File: config.mk
export PLATFORM = sky130hd
export DESIGN_NAME = clkmon_top
export DESIGN_NICKNAME = d
export VERILOG_FILES = /design/src/rtl/clkmon_pkg.sv /design/src/rtl/clkmon_sync.sv /design/src/rtl/clkmon_slip.sv /design/src/rtl/clkmon_selmux.sv /design/src/rtl/clkmon_top.sv
export SDC_FILE = /design/constraint.sdc
export NUM_CORES = 1
export LEC_CHECK = 0
export BUFFER_PORTS_ARGS = -buffer_cell sky130_fd_sc_hd__buf_4
export CORE_MARGIN = 2
export CORE_UTILIZATION = 50
export DETAILED_ROUTE_END_ITERATION = 7
export PLACE_DENSITY = 0.88
export SLEW_MARGIN = 0
export SYNTH_ARGS = -nofsm -noshare
export SYNTH_HDL_FRONTEND = slang
export SYNTH_SLANG_ARGS = --single-unit
File: constraint.sdc
create_clock -name clk -period 6.4 [get_ports clk]
set_clock_uncertainty 0.2 [all_clocks]
set_input_delay 1.6 -clock clk [delete_from_list [all_inputs] [get_ports clk]]
set_output_delay 1.6 -clock clk [all_outputs]
set_load 0.005 [all_outputs]
File: src/rtl/clkmon_pkg.sv
package clkmon_pkg;
   localparam int unsigned SRC_CNT = 11;
   localparam int unsigned SEL_W   = 4;

   // lock vector bit positions (status layout depends on them)
   localparam int unsigned LB_AES1 = 0;
   localparam int unsigned LB_AES4 = 3;
   localparam int unsigned LB_ADAT = 4;
   localparam int unsigned LB_TDIF = 5;
   localparam int unsigned LB_ARX1 = 6;
   localparam int unsigned LB_WCLK = 10;

   // select index encoding
   localparam logic [SEL_W-1:0] SEL_AES_ANY  = 4'd4;
   localparam logic [SEL_W-1:0] SEL_ADAT     = 4'd5;
   localparam logic [SEL_W-1:0] SEL_TDIF     = 4'd6;
   localparam logic [SEL_W-1:0] SEL_WCLK     = 4'd7;
   localparam logic [SEL_W-1:0] SEL_ARX_LO   = 4'd8;
   localparam logic [SEL_W-1:0] SEL_ARX_HI   = 4'd11;
   localparam logic [SEL_W-1:0] SEL_INTERNAL = 4'd12;

   typedef logic [SRC_CNT-1:0] src_vec_t;
endpackage

File: src/rtl/clkmon_sync.sv
module clkmon_sync #(
   parameter int unsigned WIDTH  = 11,
   parameter int unsigned STAGES = 2
) (
   input  logic             clk,
   input  logic             rst_n,
   input  logic [WIDTH-1:0] d_i,
   output logic [WIDTH-1:0] q_o
);
   initial begin
      assert (STAGES >= 2) else $error("clkmon_sync: STAGES must be at least 2");
   end

   generate
      for (genvar b = 0; b < WIDTH; b++) begin : g_bit
         logic [STAGES-1:0] chain;
         always_ff @(posedge clk or negedge rst_n) begin
            if (!rst_n) chain <= '0;
            else        chain <= {chain[STAGES-2:0], d_i[b]};
         end
         assign q_o[b] = chain[STAGES-1];
      end
   endgenerate
endmodule

File: src/rtl/clkmon_slip.sv
module clkmon_slip #(
   parameter int unsigned WIDTH = 11
) (
   input  logic             clk,
   input  logic             rst_n,
   input  logic [WIDTH-1:0] slip_i,
   input  logic             rd_i,
   output logic [WIDTH-1:0] flags_o
);
   logic [WIDTH-1:0] flags_q;

   always_ff @(posedge clk or negedge rst_n) begin
      if (!rst_n) flags_q <= '0;
      else        flags_q <= (rd_i ? '0 : flags_q) | slip_i;
   end

   assign flags_o = flags_q;


   slip_hold_chk: assert property (@(posedge clk) disable iff (!rst_n)
      !rd_i |=> ((flags_q & $past(flags_q)) == $past(flags_q)));

   slip_set_chk: assert property (@(posedge clk) disable iff (!rst_n)
      (|slip_i) |=> ((flags_q & $past(slip_i)) == $past(slip_i)));

   slip_clear_chk: assert property (@(posedge clk) disable iff (!rst_n)
      (rd_i && !(|slip_i)) |=> (flags_q == '0));
endmodule

File: src/rtl/clkmon_selmux.sv
module clkmon_selmux
   import clkmon_pkg::*;
(
   input  logic             clk,
   input  logic             rst_n,
   input  src_vec_t         cur_i,
   input  src_vec_t         prev_i,
   input  logic [SEL_W-1:0] sel_i,
   output logic             locked_o,
   output logic             chg_o
);
   function automatic logic pick(input src_vec_t v, input logic [SEL_W-1:0] s);
      logic r;
      if (s <= 4'd3)                          r = v[LB_AES1 + int'(s)];
      else if (s == SEL_AES_ANY)              r = |v[LB_AES4:LB_AES1];
      else if (s == SEL_ADAT)                 r = v[LB_ADAT];
      else if (s == SEL_TDIF)                 r = v[LB_TDIF];
      else if (s == SEL_WCLK)                 r = v[LB_WCLK];
      else if (s >= SEL_ARX_LO && s <= SEL_ARX_HI)
                                              r = v[LB_ARX1 + int'(s - SEL_ARX_LO)];
      else if (s == SEL_INTERNAL)             r = 1'b1;
      else                                    r = 1'b0;
      return r;
   endfunction

   logic now_l, was_l;
   always_comb begin
      now_l    = pick(cur_i, sel_i);
      was_l    = pick(prev_i, sel_i);
      locked_o = now_l;
      chg_o    = now_l ^ was_l;
   end


   sel_internal_chk: assert property (@(posedge clk) disable iff (!rst_n)
      (sel_i == SEL_INTERNAL) |-> (locked_o && !chg_o));
endmodule

File: src/rtl/clkmon_top.sv
module clkmon_top
   import clkmon_pkg::*;
#(
   parameter int unsigned STATUS_W    = 32,
   parameter int unsigned SLIP_LSB    = 16,
   parameter int unsigned SYNC_STAGES = 2
) (
   input  logic                clk,
   input  logic                rst_n,
   input  logic [SRC_CNT-1:0]  lock_i,
   input  logic [SRC_CNT-1:0]  slip_i,
   input  logic [SEL_W-1:0]    src_sel_i,
   input  logic                rd_i,
   output logic [STATUS_W-1:0] status_o,
   output logic                lock_evt_o,
   output logic                sel_locked_o,
   output logic                sel_lock_evt_o
);
   localparam int unsigned SLIP_MSB = SLIP_LSB + SRC_CNT - 1;

   initial begin
      assert (SLIP_LSB >= SRC_CNT) else $error("clkmon_top: slip field overlaps lock field");
      assert (SLIP_MSB < STATUS_W) else $error("clkmon_top: slip field exceeds status word");
   end

   src_vec_t lock_s, lock_q, slip_q;

   clkmon_sync #(.WIDTH(SRC_CNT), .STAGES(SYNC_STAGES)) i_sync (
      .clk(clk), .rst_n(rst_n), .d_i(lock_i), .q_o(lock_s));

   always_ff @(posedge clk or negedge rst_n) begin
      if (!rst_n) lock_q <= '0;
      else        lock_q <= lock_s;
   end

   assign lock_evt_o = |(lock_s ^ lock_q);

   clkmon_slip #(.WIDTH(SRC_CNT)) i_slip (
      .clk(clk), .rst_n(rst_n), .slip_i(slip_i), .rd_i(rd_i), .flags_o(slip_q));

   clkmon_selmux i_selmux (
      .clk(clk), .rst_n(rst_n), .cur_i(lock_s), .prev_i(lock_q), .sel_i(src_sel_i),
      .locked_o(sel_locked_o), .chg_o(sel_lock_evt_o));

   always_comb begin
      status_o                       = '0;
      status_o[SRC_CNT-1:0]          = lock_s;
      status_o[SLIP_MSB:SLIP_LSB]    = slip_q;
   end


   lock_evt_cover_chk: assert property (@(posedge clk) disable iff (!rst_n)
      !$stable(lock_s) |-> lock_evt_o);

   sel_evt_sub_chk: assert property (@(posedge clk) disable iff (!rst_n)
      sel_lock_evt_o |-> lock_evt_o);

   slip_no_evt_chk: assert property (@(posedge clk) disable iff (!rst_n)
      $stable(lock_s) |-> !lock_evt_o);
endmodule

* After elaboration in Yosys (flattened, before gate mapping) *
Cells that the tools add are included.

word-level totals
  output and inout port bits = 35
  flip-flop bits (word level) = 44

operators by class
  reductions and logical operators = 4
  multiplexer cells = 22
  order comparisons = 5
  add/subtract/negate cells = 2
  eq/ne operators = 5
  bitwise operators = 3

operators with widths
  kind                     number
  $add A3 B32 Y32 const A  1
  $lt A32 B5 Y1 const B    1
  $mux W1                  17
  $bmux W1 S4              4
  $eq A4 B3 Y1 const B     4
  $mux W11                 1
  $or A11 B11 Y11          1
  $reduce_or A11 Y1        1
  $xor A11 B11 Y11         1
  $reduce_or A4 Y1         2
  $lt A4 B5 Y1 const B     1
  $sub A4 B4 Y5 const B    1
  $eq A4 B4 Y1 const B     1
  $ge A4 B4 Y1 const B     1
  $le A4 B2 Y1 const B     1
  $le A4 B4 Y1 const B     1
  $logic_and A1 B1 Y1      1
  $xor A1 B1 Y1            1

* Logic depth before layout (Yosys ltp) *
  depth after elaboration = 11
  depth in mapped cells = 9
  mapped depth without buffers = 7

* By module *
A second synthesis with hierarchy kept.

unflattened totals
  cell total of the unflattened synthesis = 155
  area total of the unflattened synthesis = 1976.9 µm²

by module, submodules not included
  module         area an instance (µm²)  instances  cells each
  clkmon_sync    633.1                   1          33
  clkmon_selmux  496.7                   1          61
  clkmon_top     473.0                   1          37
  clkmon_slip    374.1                   1          24

* Worst setup path before layout *
No wires, ideal clock.

  path type = input port to output port
  start = in src_sel_i[1]
  end = out sel_lock_evt_o
  cell stages on the path = 9
  required time = 4.600 ns
  path buffers = 2
  data arrival time = 3.223 ns
  path slack = 1.377 ns
  cells stage by stage = buf_2 > inv_1 > ha_1 > buf_2 > mux2i_1 > a22o_1 > a221oi_1 > o32ai_2 > xnor2_1

on the way
  cells in the longest elaborated chain, start to end = 11
  elaborated cells on any way between the ends = 33

RTL lines
  item                           line                 text
  start: declaration             clkmon_top.sv:12     input logic [SEL_W-1:0] src_sel_i,
  $sub A4 B4 Y5                  clkmon_selmux.sv:20  r = v[LB_ARX1 + int'(s - SEL_ARX_LO)];
  $add A3 B32 Y32                clkmon_selmux.sv:20
  $bmux W1 S4                    clkmon_selmux.sv:20
  $mux W1 (not written as such)  clkmon_selmux.sv:20
  $mux W1                        clkmon_selmux.sv:19  else if (s >= SEL_ARX_LO && s <= SEL_ARX_HI)
  $mux W1                        clkmon_selmux.sv:18  else if (s == SEL_WCLK) r = v[LB_WCLK];
  $mux W1                        clkmon_selmux.sv:17  else if (s == SEL_TDIF) r = v[LB_TDIF];
  $mux W1                        clkmon_selmux.sv:16  else if (s == SEL_ADAT) r = v[LB_ADAT];
  $mux W1                        clkmon_selmux.sv:15  else if (s == SEL_AES_ANY) r = |v[LB_AES4:LB_AES1];
  $mux W1                        clkmon_selmux.sv:14  if (s <= 4'd3) r = v[LB_AES1 + int'(s)];
  $xor A1 B1 Y1 (*)              clkmon_selmux.sv:31  chg_o = now_l ^ was_l;
  end: declaration               clkmon_top.sv:17     output logic sel_lock_evt_o

Every way passes the cells marked *; elsewhere a longest branch is shown, timed or not. The select of a mux whose other input is x is not followed.

* Worst setup path in the final report *
Same ends and word-level chain as after synthesis.

==> impl_metrics.json <==
{
  "die_area_mm2": 0.00442,
  "worstSetupEndpointType": "output port",
  "finalHoldViolCount": 0,
  "tritoncts": "yes",
  "hp-class": "reg -> reg",
  "wl_per_cell_um": 13.8,
  "numCtsBuffers": 5,
  "grt_pass1_wl_mm": 5.70,
  "ios": 64,
  "most-common-layout-cells": "buf_4, dfrtp_1, a21o_1",
  "worst_slew_pin_slew_ps": 513,
  "dp_hpwl_mm": 2.58,
  "syn-instance-count": 158,
  "cts_hold_buffers": 0,
  "floorplan.initialDensity_pct": 52.6,
  "drtPass1Iterations": 5,
  "gr_usage_total_pct": 17.3,
  "worstReg2RegEnd": "i_slip.flags_o[3]",
  "min_period_ps": 5210,
  "arrival_ps": 3410,
  "grt_start_max_net_pins": 45,
  "worst_r2r_path_depth": 1,
  "placementRows": 22,
  "max_stage_delay_ps": 390,
  "multi_input_combinational_cell_area_um2": 667,
  "route.vias.total": 1269,
  "synthDistinctLibCells": 36,
  "tns_ps": 0,
  "synth_sequential_area_ratio_pct": 56.4,
  "drive_gt1_share_pct": 32.2,
  "clkSinkCount": 44,
  "clk_transition_reported_paths_ps": 70,
  "drc": 0,
  "groute.layer.met2.usage_pct": 27.5,
  "endpoint": "sel_lock_evt_o",
  "worstSkewPairLatency_ps": 280,
  "grt_remaining_overflow": 0,
  "synth.cell_area_mm2": 0.00195,
  "setup_repair_after_global_routing_missed_its_margin": "false",
  "antenna_violating_nets_post_route": 0,
  "num_antenna_cells": 0,
  "number_of_warnings_printed_during_yosys_synthesis": 0,
  "critPathKind": "in -> out",
  "critPathLaunch": "src_sel_i[1]",
  "groute.layer.met3.usage_pct": 8.45,
  "place_congestion": 0.791,
  "power.leakage_nw": 1.14,
  "start_kind": "input port",
  "vias_per_cell": 5.14,
  "timing.fmax_mhz": 192,
  "area_overhead_of_the_layout_relative_to_synthesis_pct": 19.7,
  "setup_viol_count_final": 0,
  "final_nets": 229,
  "core_mm2": 0.00372,
  "grt_most_used_layer": "met2",
  "utilization_pct": 62.9,
  "cp_common_cell": "buf_4",
  "avgSynthCellArea_um2": 12.4,
  "crit_path_cells": "buf_4 -> inv_1 -> ha_1 -> mux2i_1 -> a22o_1 -> a221oi_1 -> o32ai_2 -> xnor2_1 -> buf_4",
  "cts_post_setup_buffers_inserted": 0,
  "critPathMaxFanout": 15,
  "detail_route.wirelength_mm": 3.41,
  "maxSlewViolCount": 0,
  "die_y_um": 66.5,
  "drv_cap": 0,
  "yosys_register_bits": 44,
  "crit_required_ps": 4600,
  "die_w_um": 66.5,
  "cts_root_buffer": "clkbuf_8",
  "vias_in_the_first_global_route": 1270,
  "ctsHtreeMaxLevel": 2,
  "run_status": "finished, final reports clean",
  "peakVddDrop_mv": 0.209,
  "cts_buffer_depth": 2,
  "rrSetupSlack_ps": 5510,
  "drt_iter0_markers": 79,
  "crit_share_post_route_pct": 81.4,
  "worstReg2RegStart": "i_slip.flags_o[3]",
  "fill_count": 291,
  "gr-usage-met1_pct": 20.8,
  "cts.repair.resized": 0,
  "antenna_violations_before_repair": 0,
  "sequential_area_mm2": 0.00110,
  "max-slew-margin-rel_pct": 65.8,
  "io_buffer_count": 53,
  "critPathSlowestCell": "ha_1",
  "p_per_area_mw_per_mm2": 239,
  "final_common_cell": "buf_4"
}
-- metal layers --
layer	part of all wire [%]	vias up
met4	0.76	0
met2	48	56
met1	41	610
met3	9.7	4
met5	0	-
li1	-	599
-- stage by stage --
stage | hold WS, ps | setup WS [ps] | instances | power, mW | area (um2)
2_1_floorplan | 131 | 1380 | 167 | 0.357 | 1990
3_3_place_gp | 131 | 1230 | 240 | 0.386 | 2240
3_5_place_dp | 135 | 1210 | 240 | 0.389 | 2240
4_1_cts | 151 | 1190 | 247 | 0.567 | 2340
5_1_grt | 159 | 1050 | 247 | 0.588 | 2340
6_report | 150 | 1190 | 247 | 0.558 | 2340
-- flip-flops by register name, summed over array words and instances, names as in the netlist --
| register | flops |
|---|---|
| i_sync.g_bit.chain | 22 |
| lock_q | 11 |
| i_slip.flags_o | 11 |
-- cell type report --
type,instances,share of cell area (%)
clock buffer,7,4.12
multi-input combinational,91,28.5
inverter,4,0.642
timing repair buffer,53,17.0
tap,48,2.57
sequential,44,47.1
-- kinds of logic (layout without fill, tap and decap cells) --
family	count (synthesis)	after routing	synth area share [%]
flip-flops	44	44	56.4
AO/OA/AOI/OAI	35	35	14.5
buffers and inverters	32	64	11.2
multiplexers	10	10	5.45
AND/OR/NAND/NOR	23	23	6.28
adder cells (fa/ha/maj)	1	1	0.641
XOR/XNOR	12	12	5.38
other	1	10	0.192
-- where the power goes --
group / internal (mW) / leakage, nW / total (mW) / switching [mW]
Clock: 0.0959 / 0.0503 / 0.175 / 0.0794
Sequential: 0.293 / 0.503 / 0.305 / 0.0119
Combinational: 0.0433 / 0.583 / 0.0778 / 0.0345
Total: 0.433 / 1.14 / 0.558 / 0.126
-- worst min-delay path by stage --
stage / from / endpoint / slack, ps / cells after the start
after floorplan: i_sync.g_bit[0].chain[0] / i_sync.g_bit[0].chain[1] / 130 / 0
after global routing: i_sync.g_bit[10].chain[0] / i_sync.g_bit[10].chain[1] / 160 / 0
after CTS: i_sync.g_bit[10].chain[0] / i_sync.g_bit[10].chain[1] / 150 / 0
final: i_sync.g_bit[10].chain[0] / i_sync.g_bit[10].chain[1] / 150 / 0
after global placement: i_sync.g_bit[6].chain[0] / i_sync.g_bit[6].chain[1] / 130 / 0
after detailed placement: i_sync.g_bit[10].chain[0] / i_sync.g_bit[10].chain[1] / 130 / 0
-- synth_stat cells --
cell type | count | area (um2)
dfrtp_1 | 44 | 1100
buf_4 | 21 | 158
a21o_1 | 15 | 113
xor2_1 | 11 | 96.3
mux2i_1 | 8 | 80.1
nor2_1 | 5 | 18.8
inv_1 | 4 | 15.0
nand2_1 | 4 | 15.0
o2bb2ai_1 | 4 | 35.0
buf_2 | 3 | 15.0
nor2b_1 | 3 | 18.8
nor3_1 | 3 | 15.0
a21oi_1 | 2 | 10.0
a221oi_1 | 2 | 17.5
a22o_1 | 2 | 17.5
a22oi_1 | 2 | 15.0
a31oi_1 | 2 | 12.5
buf_6 | 2 | 22.5
nand2b_1 | 2 | 12.5
nor4_1 | 2 | 12.5
o31a_1 | 2 | 17.5
and3b_1 | 1 | 8.76
clkbuf_1 | 1 | 3.75
clkbuf_2 | 1 | 5.00
conb_1 | 1 | 3.75
ha_1 | 1 | 12.5
mux2_2 | 1 | 11.3
mux2_4 | 1 | 15.0
nand3_1 | 1 | 5.00
nand3b_1 | 1 | 7.51
nor4b_1 | 1 | 8.76
o22ai_1 | 1 | 6.26
o22ai_2 | 1 | 12.5
o32a_1 | 1 | 10.0
o32ai_2 | 1 | 16.3
xnor2_1 | 1 | 8.76
-- critical path: cells and delay by family --
family	cells	cell delay, ps
fa+ha+maj	1	390
mux	1	150
compound gates	3	730
xor+xnor	1	150
buf+inv	3	390
(Power assumes the default switching activity.)
